### src/rtl/prio_pkg.sv
package prio_pkg;
  localparam int unsigned LINES      = 8;
  localparam int unsigned ID_W       = $clog2(LINES);
  localparam int unsigned CASCADE_ID = 2;
  typedef logic [LINES-1:0] line_vec_t;
  typedef logic [ID_W-1:0]  line_id_t;
endpackage

### src/rtl/rank_scan.sv
module rank_scan #(
  parameter int unsigned N  = 8,
  parameter int unsigned IW = $clog2(N)
) (
  input  logic [N-1:0]  vec_i,
  input  logic [IW-1:0] ofs_i,
  output logic          any_o,
  output logic [IW-1:0] rank_o
);
  localparam int unsigned N_POW = 1 << IW;

  logic [N-1:0] rot;
  logic [N-1:0] hit;

  // rot[r] holds the line whose rank is r; the index wraps at IW bits
  for (genvar r = 0; r < N; r++) begin : g_rot
    localparam logic [IW-1:0] R_L = IW'(r);
    assign rot[r] = vec_i[R_L + ofs_i];
  end

  // fixed scan: rank r wins when no better rank is set
  for (genvar r = 0; r < N; r++) begin : g_hit
    if (r == 0) begin : g_top
      assign hit[r] = rot[r];
    end else begin : g_rest
      assign hit[r] = rot[r] & ~(|rot[r-1:0]);
    end
  end

  always_comb begin
    rank_o = '0;
    for (int r = 0; r < N; r++) begin
      rank_o = rank_o | (hit[r] ? IW'(r) : '0);
    end
  end

  assign any_o = |vec_i;

  always_comb begin
    if (N_POW != N) $error("rank_scan needs a power-of-two line count");
    assert ($countones(hit) == (any_o ? 1 : 0))
      else $error("p_one_winner_r2 violated");
  end
endmodule

### src/rtl/prio_resolver.sv
module prio_resolver
  import prio_pkg::*;
(
  input  logic [7:0] req_i,
  input  logic [7:0] mask_i,
  input  logic [7:0] insvc_i,
  input  logic [2:0] rot_ofs_i,
  input  logic       sfn_en_i,
  input  logic       is_master_i,
  output logic       grant_vld_o,
  output logic [2:0] grant_id_o
);
  line_vec_t pend;
  line_vec_t isr_eff;
  logic      pend_any, isr_any;
  line_id_t  pend_rank, isr_rank;
  logic [ID_W:0] pend_rank_x, isr_rank_x;

  assign pend = req_i & ~mask_i;

  always_comb begin
    isr_eff = insvc_i;
    if (sfn_en_i && is_master_i) isr_eff[CASCADE_ID] = 1'b0;
  end

  rank_scan #(.N(LINES), .IW(ID_W)) u_pend_scan (
    .vec_i (pend),
    .ofs_i (rot_ofs_i),
    .any_o (pend_any),
    .rank_o(pend_rank)
  );

  rank_scan #(.N(LINES), .IW(ID_W)) u_isr_scan (
    .vec_i (isr_eff),
    .ofs_i (rot_ofs_i),
    .any_o (isr_any),
    .rank_o(isr_rank)
  );

  // an empty vector ranks one below the lowest line
  assign pend_rank_x = pend_any ? {1'b0, pend_rank} : (ID_W+1)'(LINES);
  assign isr_rank_x  = isr_any  ? {1'b0, isr_rank}  : (ID_W+1)'(LINES);

  assign grant_vld_o = pend_rank_x < isr_rank_x;
  assign grant_id_o  = grant_vld_o ? line_id_t'(pend_rank + rot_ofs_i) : '0;

  always_comb begin
    assert (!grant_vld_o || pend[grant_id_o])
      else $error("p_grant_pending_r1 violated");
    assert (!grant_vld_o || !isr_eff[grant_id_o])
      else $error("p_not_in_service_r4 violated");
    assert (grant_vld_o || grant_id_o == '0)
      else $error("p_idle_zero_r3 violated");
    assert (!grant_vld_o || !isr_any || pend_rank < isr_rank)
      else $error("p_strict_rank_r4 violated");
    assert (pend_any || !grant_vld_o)
      else $error("p_no_pend_no_grant_r3 violated");
  end
endmodule

### config.mk
export PLATFORM = sky130hd
export DESIGN_NAME = prio_resolver
export DESIGN_NICKNAME = d
export VERILOG_FILES = /design/src/rtl/prio_pkg.sv /design/src/rtl/rank_scan.sv /design/src/rtl/prio_resolver.sv
export SDC_FILE = /design/constraint.sdc
export NUM_CORES = 1
export LEC_CHECK = 0
export ABC_CLOCK_PERIOD_IN_PS = 3600
export CAP_MARGIN = 5
export CORE_ASPECT_RATIO = 1.1
export CORE_MARGIN = 4
export CORE_UTILIZATION = 47
export DETAILED_ROUTE_END_ITERATION = 10
export PLACE_DENSITY = 0.8
export SYNTH_ARGS = -nofsm -noshare
export SYNTH_HDL_FRONTEND = slang
export SYNTH_SLANG_ARGS = --single-unit
export TNS_END_PERCENT = 20
### constraint.sdc
create_clock -name vclk -period 3.6
set_clock_uncertainty 0.1 [all_clocks]
set_input_delay 0.36 -clock vclk [all_inputs]
set_output_delay 0.36 -clock vclk [all_outputs]
set_load 0.02 [all_outputs]
==> results_dict.tcl <==
set metrics [dict create \
    routabilityCongestion 0.8750 \
    io_buffers 33 \
    failed_checks "negative setup slack" \
    maxCapViolCount 0 \
    placed_area_sq_um 1926 \
    die_w_um 57.69 \
    power_density_nw_per_um2 246.9 \
    antenna_found_initial 0 \
    postSynthCellCount 144 \
    hold_start "rot_ofs_i[0]" \
    ys_seq_area_share_pct 0 \
    cp.arrival_ps 3390 \
    grt-ovfl-total 0 \
    drc 0 \
    postLayoutSetupSlackWorst_ps -250.6 \
    min_path_type "in2out" \
    nNetsFinal 263 \
    fillerInstances 130 \
    drive_gt1_share_pct 52.89 \
    synth_area_sq_um 1276 \
    drtIter0Drc 116 \
    avgRoutedWirePerCell_um 20.34 \
    grt_pass1_wl_mm 8.424 \
    die_h_um 62.65 \
    startpoint "sfn_en_i" \
    fin_crit_sh_pct 107.0 \
    ys_warn_count 0 \
    synth.distinct_cells 49 \
    status "finished with violations" \
    syn-num-nets 180 \
    fmax_mhz 259.7 \
    finalHoldViolations 0 \
    rsz0062_at_grt "true" \
    holdWs_ps 1120 \
    grt_pass1_vias 1719 \
    place_hpwl_mm 3.386 \
    vias 1639 \
    fin_tns_setup_ps -870.7 \
    crit_required_ps 3140 \
    n_clock_buffer 0 \
    cp-start-kind "input pin" \
    leakage_uw 0.0009665 \
    critPathKind "in2out" \
    area_growth_pct 68.63 \
    relSlewSlack_pct 68.81 \
    fp.dieArea_sq_um 3614 \
    nFlopsAndLatches 0 \
    ir_worst_vdd_uv 261.1 \
    rows 19 \
    pin_count 33 \
    n_antenna_cell 0 \
    postRouteWirelength_mm 5.207 \
    dr.pass1.iters 4 \
    finalInstanceArea_sq_um 2152 \
    multi_input_area_sq_um 1344 \
    crit_path_end_kind "primary output" \
    tightest_slew_ps 463.0 \
    drv_slew 0 \
    fin_crit_ps 3851 \
    grtUsageTotal_pct 28.71 \
    syn_avg_cell_area_sq_um 8.863 \
    drtAntennaViolNets 0 \
    grt_max_degree 15 \
    seqCellArea_sq_um 0 \
    core_sq_um 2544 \
    setup_viol 4 \
    crit_path_max_fanout 4 \
    avgViaCountPerCell 6.402 \
    start_util_pct 50.17 \
    finalPower_uw 531.3 \
]
repair_timing:
action / CTS / global route
pin swaps: 12 / 9
buffers inserted: 11 / 3
endpoints found under the setup margin: 4 / 4
gates resized for setup: 104 / 4
gates cloned: 0 / 0
hold buffers: 0 / 0
cells by family (layout without fill, tap and decap cells):
family                   count (synthesis)  count (layout)  share of synthesized area (%)
AND/OR/NAND/NOR                         62              62                          26.96
AO/OA/AOI/OAI                           29              29                          17.35
multiplexers                            28              28                          36.67
buffers and inverters                   14              95                          6.764
adder cells (fa/ha/maj)                  7               7                          7.451
XOR/XNOR                                 4               4                          4.805
synth_stat cells (2+ instances only):
| library cell | n | share of area (%) |
|---|---|---|
| buf_2 | 2 | 0.78 |
| nor2_1 | 8 | 2.4 |
| and3_1 | 2 | 0.98 |
| and2_1 | 2 | 0.98 |
| o211ai_1 | 2 | 1.2 |
| ha_1 | 6 | 5.9 |
| nor3_1 | 5 | 2.0 |
| nor3b_1 | 4 | 2.4 |
| mux2_4 | 2 | 2.4 |
| inv_1 | 5 | 1.5 |
| nand3_1 | 4 | 1.6 |
| nor2b_1 | 9 | 4.4 |
| nand2_1 | 10 | 2.9 |
| mux4_1 | 4 | 8.2 |
| o21ai_0 | 6 | 2.4 |
| nand2b_1 | 5 | 2.5 |
| xnor2_1 | 2 | 1.4 |
| mux4_2 | 9 | 16 |
| buf_6 | 2 | 1.8 |
| a21oi_1 | 5 | 2.0 |
| mux2i_1 | 13 | 10 |
| or4_1 | 3 | 1.8 |
| nor4_1 | 4 | 2.0 |
| or3_1 | 2 | 0.98 |
| clkbuf_1 | 3 | 0.88 |
| nand4_1 | 2 | 0.98 |
routing by layer:
layer	global-route usage (%)	share of wire (%)
met5	0	0
met4	5.507	1.4
met3	2.479	5.4
met2	53.67	55
met1	34.86	38
path summary, 6_finish.rpt:
path | to | slack (ps) | cells after the start
worst max-delay path | grant_id_o[0] | -250 | 15
worst min-delay path | grant_id_o[0] | 1120 | 4
per-stage QoR:
step	std cells	util, %	setup WS [ps]
after global routing	256	84.60	-448.1
after floorplan	144	-	-148.8
after global placement	242	75.70	-1011
final	256	84.60	-250.6
after CTS	253	82.83	-188.9
after detailed placement	242	75.70	-1181
layout make-up:
class,instances,area share [%]
inverters,6,1.744
well taps,31,1.802
multi-input cells,130,62.44
repair buffers,89,34.01
worst max-delay path: stages:
cell and delay, ps:
clkdlybuf4s50_1 480, a21boi_1 100, mux4_2 520, mux2i_1 250, nand2_1 80, nor2_1 170, o21ai_1 100, ha_1 300
a21o_1 190, a21oi_2 160, o21ai_2 80, a21oi_2 170, a32oi_4 150, nor2b_2 150, buf_6 130
cell usage in the layout, fill, tap and decap left out, types with 2 or more instances in the layout:
master	synthesis	routed
buf_4	0	56
mux4_2	9	11
mux2i_1	13	10
nand2_1	10	10
clkdlybuf4s50_1	0	10
dlygate4sd2_1	0	9
nor2_1	8	5
buf_2	2	5
buf_6	2	5
nor2b_4	0	4
nor3b_1	4	4
o21ai_0	6	4
nand2b_4	0	4
inv_1	5	4
nand3_1	4	4
ha_1	6	4
nor2b_1	9	3
mux2i_2	0	3
nor3_1	5	3
nor4_1	4	3
a21oi_1	5	3
a21oi_2	1	3
nor2b_2	0	2
mux4_1	4	2
mux2_4	2	2
nor3_2	0	2
a21boi_1	1	2
or3_1	2	2
o211ai_1	2	2
or4_1	3	2
nand4_1	2	2
nor2_2	0	2
xnor2_1	2	2
clkdlybuf4s15_1	0	2
power by group:
part / switching, uW / total [uW] / internal [uW]
registers: 0 / 0 / 0
logic: 254 / 531 / 278
clock network: 0 / 0 / 0
total: 254 / 531 / 278
No activity file was read; power rests on OpenSTA's default activity.
